--- src/rtl/unpack_pkg.sv ---
package unpack_pkg;
  localparam int BYTE_W = 8;
  localparam int HALF_W = 2 * BYTE_W;

  typedef enum logic {
    ELEM_PAIR = 1'b0,
    ELEM_QUAD = 1'b1
  } elem_cnt_e;
endpackage

--- src/rtl/lane_extend.sv ---
module lane_extend #(
  parameter int BYTE_W = unpack_pkg::BYTE_W,
  localparam int HALF_W = 2 * BYTE_W
) (
  input  logic [BYTE_W-1:0] byte_in,
  input  logic              sign_en,
  input  logic              lane_en,
  output logic [HALF_W-1:0] half_out
);
  logic fill_bit;

  // The fill depends only on this lane's own top bit.
  assign fill_bit = sign_en & byte_in[BYTE_W-1];

  always_comb begin
    if (lane_en) half_out = {{BYTE_W{fill_bit}}, byte_in};
    else         half_out = '0;
  end
endmodule

--- src/rtl/unpack_lanes.sv ---
module unpack_lanes #(
  parameter int LANES  = 4,
  parameter int BYTE_W = unpack_pkg::BYTE_W,
  localparam int HALF_W = 2 * BYTE_W,
  localparam int NARROW = LANES / 2
) (
  input  logic [LANES*BYTE_W-1:0] bytes_in,
  input  logic                    quad,
  input  logic                    sign_en,
  output logic [LANES*HALF_W-1:0] packed_out
);
  import unpack_pkg::*;

  elem_cnt_e cnt;
  assign cnt = elem_cnt_e'(quad);

  for (genvar k = 0; k < LANES; k++) begin : g_lane
    logic en;
    if (k < NARROW) begin : g_always_on
      assign en = 1'b1;
    end else begin : g_wide_only
      assign en = (cnt == ELEM_QUAD);
    end

    lane_extend #(.BYTE_W(BYTE_W)) u_ext (
      .byte_in  (bytes_in[k*BYTE_W +: BYTE_W]),
      .sign_en  (sign_en),
      .lane_en  (en),
      .half_out (packed_out[k*HALF_W +: HALF_W])
    );
  end
endmodule

--- src/rtl/byte_unpack_unit.sv ---
module byte_unpack_unit #(
  parameter int LANES  = 4,
  parameter int BYTE_W = unpack_pkg::BYTE_W,
  localparam int HALF_W = 2 * BYTE_W,
  localparam int IN_W   = LANES * BYTE_W,
  localparam int OUT_W  = LANES * HALF_W,
  localparam int NARROW = LANES / 2
) (
  input  logic             clk,
  input  logic             rst,
  input  logic             in_valid,
  input  logic [IN_W-1:0]  in_bytes,
  input  logic             in_quad,
  input  logic             in_signed,
  output logic             out_valid,
  output logic [OUT_W-1:0] out_data
);
  logic [OUT_W-1:0] lanes_next;

  unpack_lanes #(.LANES(LANES), .BYTE_W(BYTE_W)) u_lanes (
    .bytes_in   (in_bytes),
    .quad       (in_quad),
    .sign_en    (in_signed),
    .packed_out (lanes_next)
  );

  always_ff @(posedge clk) begin
    if (rst) begin
      out_valid <= 1'b0;
      out_data  <= '0;
    end else begin
      out_valid <= in_valid;
      if (in_valid) out_data <= lanes_next;
    end
  end

  // valid tracks the input strobe with one cycle of latency
  a_r2_valid_latency: assert property (@(posedge clk) disable iff (rst)
    out_valid == $past(in_valid & ~rst));

  // no new load leaves the data register untouched
  a_r8_hold: assert property (@(posedge clk) disable iff (rst)
    $past(~rst & ~in_valid) |-> $stable(out_data));

  for (genvar k = 0; k < LANES; k++) begin : g_chk
    if (k < NARROW) begin : g_low
      // byte k lands in the low byte of lane k
      a_r5_lane_byte: assert property (@(posedge clk) disable iff (rst)
        $past(in_valid & ~rst) |->
          out_data[k*HALF_W +: BYTE_W] == $past(in_bytes[k*BYTE_W +: BYTE_W]));
      // upper byte is all copies of the lane's own sign, or zero
      a_r4_ext_byte: assert property (@(posedge clk) disable iff (rst)
        $past(in_valid & ~rst) |->
          out_data[k*HALF_W+BYTE_W +: BYTE_W] ==
          {BYTE_W{$past(in_signed & in_bytes[k*BYTE_W+BYTE_W-1])}});
    end else begin : g_high
      // wide loads fill the upper lanes too
      a_r7_wide_lane: assert property (@(posedge clk) disable iff (rst)
        $past(in_valid & ~rst & in_quad) |->
          out_data[k*HALF_W +: BYTE_W] == $past(in_bytes[k*BYTE_W +: BYTE_W]));
      // narrow loads leave the upper lanes zero
      a_r6_upper_zero: assert property (@(posedge clk) disable iff (rst)
        $past(in_valid & ~rst & ~in_quad) |-> out_data[k*HALF_W +: HALF_W] == '0);
    end
  end
endmodule

--- config.mk ---
export PLATFORM = sky130hd
export DESIGN_NAME = byte_unpack_unit
export DESIGN_NICKNAME = d
export VERILOG_FILES = /design/src/rtl/unpack_pkg.sv /design/src/rtl/lane_extend.sv /design/src/rtl/unpack_lanes.sv /design/src/rtl/byte_unpack_unit.sv
export SDC_FILE = /design/constraint.sdc
export NUM_CORES = 1
export LEC_CHECK = 0
export ABC_AREA = 0
export BUFFER_PORTS_ARGS = -buffer_cell sky130_fd_sc_hd__buf_2
export CAP_MARGIN = 20
export CELL_PAD_IN_SITES_DETAIL_PLACEMENT = 1
export CELL_PAD_IN_SITES_GLOBAL_PLACEMENT = 1
export CORE_MARGIN = 10
export CORE_UTILIZATION = 29
export CTS_CLUSTER_DIAMETER = 150
export DETAILED_ROUTE_END_ITERATION = 10
export HOLD_SLACK_MARGIN = 0.05
export PLACE_DENSITY_LB_ADDON = 0.1
export SLEW_MARGIN = 20
export SYNTH_ARGS = -nofsm -noshare
export SYNTH_HDL_FRONTEND = slang
export SYNTH_SLANG_ARGS = --single-unit
--- constraint.sdc ---
create_clock -name clk -period 0.8 [get_ports clk]
set_input_delay 0.04 -clock clk [delete_from_list [all_inputs] [get_ports clk]]
set_output_delay 0.04 -clock clk [all_outputs]
set_load 0.01 [all_outputs]
==> metrics.txt, run 1 <==
Critical Path Start Type=register; ant diodes=0; Seq/Total Area, Yosys=46.47%; adder-cell share of the synthesized area=0%; All-Layer GR Usage=a little under an eighth; slew at the pin closest to its max-slew limit=145.2 ps; slowest stage cell, crit path=dfxtp_4; # setup viols final=32; WL/cell=around 16 um; yosys warns=0; Layout Nets=around 310; Root Buffer=clkbuf_8; syn_nets=207; Synth Area in XOR/XNOR=0%; Core Rows=26; simple-gate share of the synthesized area=between 15 and 20%; Post-route DRC=0; Final WS setup=-52.48 ps; Critical Path AT=a little over 800 ps; VDD IR max=between 0.8 and 0.9 mV; Worst Skew=0 ps; syn avg cell area=9.377 um^2; Pwr Density=1560 nW/um^2; RR Startpoint=out_data[6]; core area=around 5200 um^2; Total Wirelength=about 5500 um; Die H=about 94 um; violated checks=setup timing; Final Hold Fails=0; # IOs=around 100; max_slew headroom=between 90 and 100%; Critical Path RT=between 700 and 800 ps; final non-filler cell total=roughly 350; critical-path cell list=buf_2; Slew Limit Fails=0; fin crit share=106.6%; die area=just under 9000 um^2; largest net degree at the start of global routing=38; Placed Instances=between 300 and 400; routed via count=about 1500; CP Launch Point=out_data[31]; Max Cap Viol=0; PortBufs=approximately 100; RSZ-0062 raised after global routing=yes; Leak Pwr=between 1 and 1.5 nW; DR pass1 iterations=4; DR vias/cell=between 4 and 5; maximum clock insertion buffer count=2; Starting Density=between 30 and 40%; Post-DP HPWL=3567 um; TritonCTS Buffers=5; Final GP Congestion=0.6625; CP peak stage delay=around 380 ps; share of post-route cells with drive strength above 1=approximately 54%; Reg clk slew, reported paths=~70 ps; CTS tree=done; library cells used by synthesis=13; Compound-Gate Fraction of Synth Area=roughly 6.3%; post-route minimum period=~850 ps; Hold Slack=around 57 ps; vias in the first global route=1600; hold_sp=in_signed; first-pass GRT wire length=8217 um; Critical Path End Type=primary output; fin util=50.34%; status=finished with violations; mux contribution to synthesized area=10.05%; post-route cell area=2620 um^2; DP Area=~2000 um^2; Fmax=roughly 1200 MHz; H-tree Lvls=2; Post-Syn Instances=between 150 and 200; initial antenna violation count=0; main combinational cell family by area after synthesis=buffers and inverters; synthesis-stage register bit count=37; top cell family by delay on the critical path=flip-flops; Die Width=around 94 um; Final ANT Viol Nets=0; Sinks on Clock Net=37; critical path fanouts, max=9; Buf/Inv on CP=1; worst slack at placement=~32 ps; grt total ovfl=0; Setup CP Type=register to primary output; P&R area growth vs syn=64.36%; DRT iter0 DRCs=57; Hold Path Class=input pin to register; Synth Cell Area=roughly 1600 um^2; clock latency on the worst-skew pair=290 ps
==> flip-flops by register name (all words and copies together), names as in the netlist <==
name / flops
out_data: 36
out_valid: 1
==> cells by family after synthesis <==
logic type,count (synthesis)
buffers and inverters,40
AND/OR/NAND/NOR,57
AO/OA/AOI/OAI,20
multiplexers,16
flip-flops,37
==> per-stage QoR <==
stage,setup TNS [ps],total power [mW]
final,-1213,4.088
after global routing,-2573,4.304
after CTS,-1769,4.054
after detailed placement,0,2.600
after global placement,0,2.594
after floorplan,0,2.368
==> per-layer routing <==
metal  GRT usage, %  wire length [um]  up-vias
li1               -                 -      740
met2          20.71              2981       50
met3          5.436               477        4
met5              0                 0        -
met1          11.81              2042      691
met4          2.658                38        0
==> worst min-delay path, stage by stage <==
cell     delay, ps
buf_2          130
nand4_1         90
a21oi_1         50
==> area by class of cell <==
cell class                 count  area, um^2
tap                           70       87.58
timing repair buffer         138        1095
sequential                    37       797.0
clock buffer                   7       86.33
multi-input combinational     93       554.3
fill                         600        2585
==> synthesized netlist by cell type <==
library cell	n	area [um^2]
buf_4	31	232.7
a21oi_1	20	100.1
mux2i_1	16	160.2
buf_6	2	22.52
nor2_1	16	60.06
clkbuf_1	1	3.750
nand2b_1	20	125.1
buf_8	1	15.01
dfxtp_1	37	740.7
nor2b_1	1	6.260
buf_2	5	25.02
nand3_1	18	90.09
nand4_1	2	12.51
==> repair_timing <==
item	in CTS	in global routing
endpoints found under the hold margin	36	0
buffers inserted	0	1
setup endpoints to repair	49	64
resized for setup	27	48
hold buffers	32	0
==> power breakdown <==
| part | internal, mW | total [mW] | switching (mW) |
|---|---|---|---|
| clock network | 0.683 | 1.30 | 0.618 |
| logic | 0.457 | 0.783 | 0.326 |
| registers | 1.94 | 2.00 | 0.0668 |
==> cell usage in the layout (no fill, tap or decap), types with 2 or more instances in the layout <==
cell type and instances:
nand4_1 2, mux2i_1 16, dfxtp_4 4, buf_6 29, nand2b_1 20, dfxtp_2 33, nor2_1 16, nand3_1 18
a21oi_1 20, dlygate4sd3_1 32, buf_2 72, buf_12 4, clkbuf_8 6
==> worst paths after layout <==
path                  end  slack (ps)  cells past startpoint
max          out_data[25]         -50                      1
min          out_data[62]          60                      3
max reg2reg   out_data[6]          50                      3
min reg2reg  out_data[55]         470                      2
(Power assumes the default switching activity.)
==> inputs of run 2 (changes only) <==
--- a/config.mk
+++ b/config.mk
@@ -16,7 +16,7 @@
 export DETAILED_ROUTE_END_ITERATION = 10
 export HOLD_SLACK_MARGIN = 0.05
 export PLACE_DENSITY_LB_ADDON = 0.1
-export SLEW_MARGIN = 20
+export SETUP_SLACK_MARGIN = 0.1
 export SYNTH_ARGS = -nofsm -noshare
 export SYNTH_HDL_FRONTEND = slang
 export SYNTH_SLANG_ARGS = --single-unit
==> run 2 against run 1 <==
Against the previous run: the flow still finishes with violations (setup timing); design area is 7.9% higher; critical path depth stayed put; clock power is 4% lower; utilization is 4.0 points higher; maximum frequency is 0.83% lower; global-route usage is 0.70 points higher; register-to-register slack better by 20 ps; via count is 2.4% higher; first-iteration DRC count is 60% lower; wire length is 2.9% higher; largest cell class unchanged; largest power group unchanged.
==> metrics.txt, run 2 (same netlist as run 1, synthesis figures left out) <==
Max Cap Viol=0; Critical Path Start Type=register; r2r setup slk=roughly 70 ps; share of post-route cells with drive strength above 1=~63%; hold_buf cts=31; Buf/Inv on CP=1; VDD IR max=between 0.8 and 0.9 mV; routed via count=between 1500 and 2000; hold endpoint=out_data[18]; All-Layer GR Usage=around an eighth; die area=around 8900 um^2; RSZ-0062 raised after global routing=yes; Post-DP HPWL=3671 um; Die Width=between 90 and 100 um; Critical Path AT=a little over 800 ps; hold path depth=2; Core Rows=26; commonest non-fill, non-tap cell in the layout=buf_2; hold_sp=rst; clock latency on the worst-skew pair=290 ps; RR Startpoint=out_data[17]; core area=approximately 5200 um^2; PortBufs=101; violated checks=setup timing; commonest non-fill, non-tap cells in the layout=67 x buf_2, 37 x buf_6, 33 x dfxtp_2; CP peak stage delay=~380 ps; Critical Path RT=760 ps; Root Buffer=clkbuf_8; Final GP Congestion=around 0.62; biggest regs=out_data: 36 flops, out_valid: 1 flops; Layout Nets=between 300 and 400; critical-path cell list=buf_2; Total Wirelength=~5700 um; Seq pwr share=about 50%; Final Hold Fails=0; Largest Register=out_data; Reg clk slew, reported paths=~80 ps; post-route minimum period=859.6 ps; combinational share of power=about a fifth; Fmax=between 1000 and 1500 MHz; TritonCTS Buffers=5; Starting Density=between 30 and 40%; ant diodes=0; critical path fanouts, max=9; grt total ovfl=0; # setup viols final=32; # IOs=between 100 and 150; Hold Path Class=input pin to register; top cell family by delay on the critical path=flip-flops; Leak Pwr=1.452 nW; P&R area growth vs syn=77.32%; Largest register FFs=36; status=finished with violations; initial antenna violation count=0; Switching Fraction=about a quarter; Critical Path End Type=primary output; Cell Int Power=approximately 3.1 mW; max_slew headroom=~73%; H-tree Lvls=2; slowest stage cell, crit path=dfxtp_4; Slew Limit Fails=0; DR vias/cell=4.333; vias in the first global route=approximately 1600; Setup CP Type=register to primary output; Final WS setup=-59.60 ps; Worst Reg-to-Reg Cells=3; Post-route DRC=0; fin crit share=107.5%; Final ANT Viol Nets=0; fin util=54.30%; Sinks on Clock Net=37; maximum clock insertion buffer count=2; first-pass GRT wire length=roughly 8600 um; DRT iter0 DRCs=23; Net Switching=between 1 and 1.5 mW; Worst Skew=0 ps; clock power share=roughly 30%; Reg2Reg Capture Point=out_data[17]; CTS tree=done; WL/cell=16.24 um; largest net degree at the start of global routing=32; Hold Slack=between 20 and 30 ps; Die H=94.14 um; slew at the pin closest to its max-slew limit=approximately 410 ps; Pwr Density=between 1000 and 1500 nW/um^2; DR pass1 iterations=4
[run 2: power groups by stage]
stage	Combinational (mW)	Sequential [mW]	Clock (mW)
global placement	0.567	2.02	0
global route	0.942	2.02	1.39
detailed placement	0.575	2.02	0
CTS	0.782	2.00	1.31
finish	0.865	2.01	1.25
floorplan	0.307	2.06	0
[run 2: metal layers]
layer	track usage, %	vias up	share of wire [%]
met5	0	-	0
met4	3.291	0	0.89
met3	5.995	7	8.4
met2	22.14	48	54
met1	12.08	718	37
li1	-	748	-
[run 2: worst max-delay path by stage]
stage            startpoint  depth (start not counted)  slack (ps)           end
2_1_floorplan  out_data[47]                          2         150  out_data[47]
4_1_cts        out_data[62]                          1         -60  out_data[61]
3_3_place_gp       in_valid                          4          60  out_data[18]
3_5_place_dp       in_valid                          4          20  out_data[16]
6_report       out_data[62]                          1         -60  out_data[57]
5_1_grt        out_data[62]                          1        -100  out_data[57]
[run 2: layout make-up]
cell class              count  area [um^2]
multi-input cells          93        656.9
clock buffers               6        72.57
fillers                   604         2379
well taps                  70        87.58
repair buffers            143         1202
clock inverters             2        10.01
flip-flops and latches     37        797.0
[run 2: what timing repair did]
| action | CTS | global route |
|---|---|---|
| buffers inserted | 0 | 7 |
| hold endpoints to repair | 36 | 4 |
| pin swaps | 0 | 28 |
| endpoints found under the setup margin | 65 | 96 |
| gates resized for setup | 68 | 47 |
[run 2: through the flow]
stage	TNS, ps	area (um^2)	cells	worst slack [ps]	power, mW
after floorplan	0	1599	170	151.6	2.369
after global placement	0	1961	305	55.06	2.588
after detailed placement	0	1961	305	23.12	2.594
after CTS	-1849	2604	344	-62.63	4.096
after global routing	-2732	2826	351	-97.81	4.348
final	-1348	2826	351	-59.60	4.117
==> inputs of run 3 (changes only) <==
==> constraint.sdc (replaced) <==
create_clock -name clk -period 0.8 [get_ports clk]
set_input_delay 0.16 -clock clk [delete_from_list [all_inputs] [get_ports clk]]
set_output_delay 0.16 -clock clk [all_outputs]
set_load 0.01 [all_outputs]
==> run 3 against run 2 <==
Against the previous run: worst setup slack worse by 99 ps; first-iteration DRC count up 130%; utilization down 8.0 points; maximum frequency down 10%; critical endpoint is now out_data[58]; flip-flop and latch count unchanged; sequential power about the same; largest power group unchanged; final cell count down 9.1%; register-to-register slack about the same; largest cell class unchanged; the flow still finishes with violations (setup timing); critical path type unchanged; hold slack better by 84 ps; combinational power down 20%.
==> metrics.txt, run 3 (same netlist as run 1, synthesis figures left out) <==
status=finished with violations; Seq pwr share=between 50% and 60%; clock latency on the worst-skew pair=roughly 280 ps; vias in the first global route=1466; Critical Path RT=640 ps; die area=8862 um^2; WL/cell=~15 um; Starting Density=between 30% and 40%; first-pass GRT wire length=about 7400 um; core area=between 5000 and 6000 um^2; critical path fanouts, max=9; Largest Register=out_data; RR Startpoint=out_data[3]; VDD IR max=between 0.6 and 0.7 mV; initial antenna violation count=0; Placed Instances=around 300; Sinks on Clock Net=37; clock power share=32.3%; Reg2Reg Capture Point=out_data[3]; Pwr Density=1653 nW/um^2; Worst Skew=0 ps; Layout Nets=~290; P&R area growth vs syn=51.26%; final setup TNS=-7564 ps; top cell family by delay on the critical path=flip-flops; hold_buf cts=0; Largest register FFs=36; Total Wirelength=~4700 um; r2r setup slk=around 70 ps; WL met1=1724 um; RSZ-0062 raised after global routing=yes; Cell Int Power=3.013 mW; Buf/Inv on CP=1; Critical Path Start Type=register; Final ANT Viol Nets=0; ant diodes=0; Die Width=94.14 um; worst slack at placement=-68.97 ps; highest metal used=met4; maximum clock insertion buffer count=2; fin crit share=119.8%; met3 WL=between 500 and 600 um; Die H=roughly 94 um; hold_sp=in_bytes[13]; Hold Path Class=input pin to register; DR vias/cell=about 4.3; Critical Path End Type=primary output; DRT iter0 DRCs=53; biggest regs=out_data: 36 flops, out_valid: 1 flops; TritonCTS Buffers=5; slowest stage cell, crit path=dfxtp_4; Critical Path AT=approximately 800 ps; violated checks=setup timing; critical-path cell list=buf_2; commonest non-fill, non-tap cells in the layout=68 x buf_2, 32 x dfxtp_2, 32 x buf_6; CTS tree=done; combinational share of power=roughly 18%; WP depth=1; Critical Path End=out_data[58]; fin util=between 40% and 50%; max_slew headroom=90.07%; Core Rows=26; H-tree Lvls=2; PortBufs=~100; Hold Slack=around 110 ps; CP peak stage delay=380 ps; Final Hold Fails=0; Max Cap Viol=0; Slew Limit Fails=0; All-Layer GR Usage=10.52%; FILL cells=about 640; Reg clk slew, reported paths=approximately 70 ps; commonest non-fill, non-tap cell in the layout=buf_2; Fmax=1043 MHz; Routed met2 length=between 2000 and 2500 um; post-route minimum period=about 960 ps; Switching Fraction=24.38%; Post-route DRC=0; CP Launch Point=out_data[62]; Post-DP HPWL=3581 um; grt total ovfl=0; # setup viols final=between 60 and 70; largest net degree at the start of global routing=22; # IOs=~100; routed via count=between 1000 and 1500; Final WS setup=-158.6 ps; Worst Reg-to-Reg Cells=3; Net Switching=0.9715 mW; Setup CP Type=register to primary output; final non-filler cell total=319; slew at the pin closest to its max-slew limit=144.8 ps; Final GP Congestion=approximately 0.69; DR pass1 iterations=4; Leak Pwr=1.170 nW; Root Buffer=clkbuf_8; share of post-route cells with drive strength above 1=64.26%
-- run 3: changes by cell type in the layout (fill, tap and decap cells not counted), sizes merged --
cell          change
clkinv            -2
clkbuf            +1
dlymetal6s4s     -17
dlygate4sd3      -14
-- run 3: stage by stage --
step / total power [mW] / instance area (um^2)
after floorplan: 2.377 / 1613
after global placement: 2.611 / 2001
after detailed placement: 2.615 / 2001
after CTS: 4.049 / 2345
after global routing: 4.241 / 2411
final: 3.985 / 2411
-- run 3: power by group through the flow --
stage / Combinational (mW) / Sequential [mW] / Clock (mW)
floorplan: 0.314 / 2.06 / 0
global placement: 0.591 / 2.02 / 0
detailed placement: 0.596 / 2.02 / 0
CTS: 0.687 / 2.00 / 1.36
global route: 0.765 / 2.01 / 1.46
finish: 0.696 / 2.00 / 1.29
-- run 3: worst min-delay path by stage --
stage                         to  slack (ps)  cells after the start
finish              out_data[21]         110                      3
global route        out_data[20]         110                      3
CTS                 out_data[18]         100                      3
detailed placement   out_data[1]         410                      3
global placement    out_data[20]         390                      3
floorplan           out_data[16]         310                      2
-- run 3: per-layer routing --
layer  track usage [%]  vias up
met1             10.75      623
met3             7.114        6
li1                  -      688
met4             3.797        0
met5                 0        -
met2             16.70       51
-- run 3: cell type report --
type	instances	area [um^2]	area share [%]
clock buffer	7	86.33	3.581
multi-input combinational	93	588.1	24.39
sequential	37	795.8	33.00
tap	70	87.58	3.633
timing repair buffer	112	853.3	35.39
-- run 3: timing repair --
| item | in CTS | in global routing |
|---|---|---|
| endpoints found under the setup margin | 65 | 65 |
| gates resized for setup | 68 | 7 |
| setup buffers | 1 | 4 |
| pin swaps | 0 | 4 |
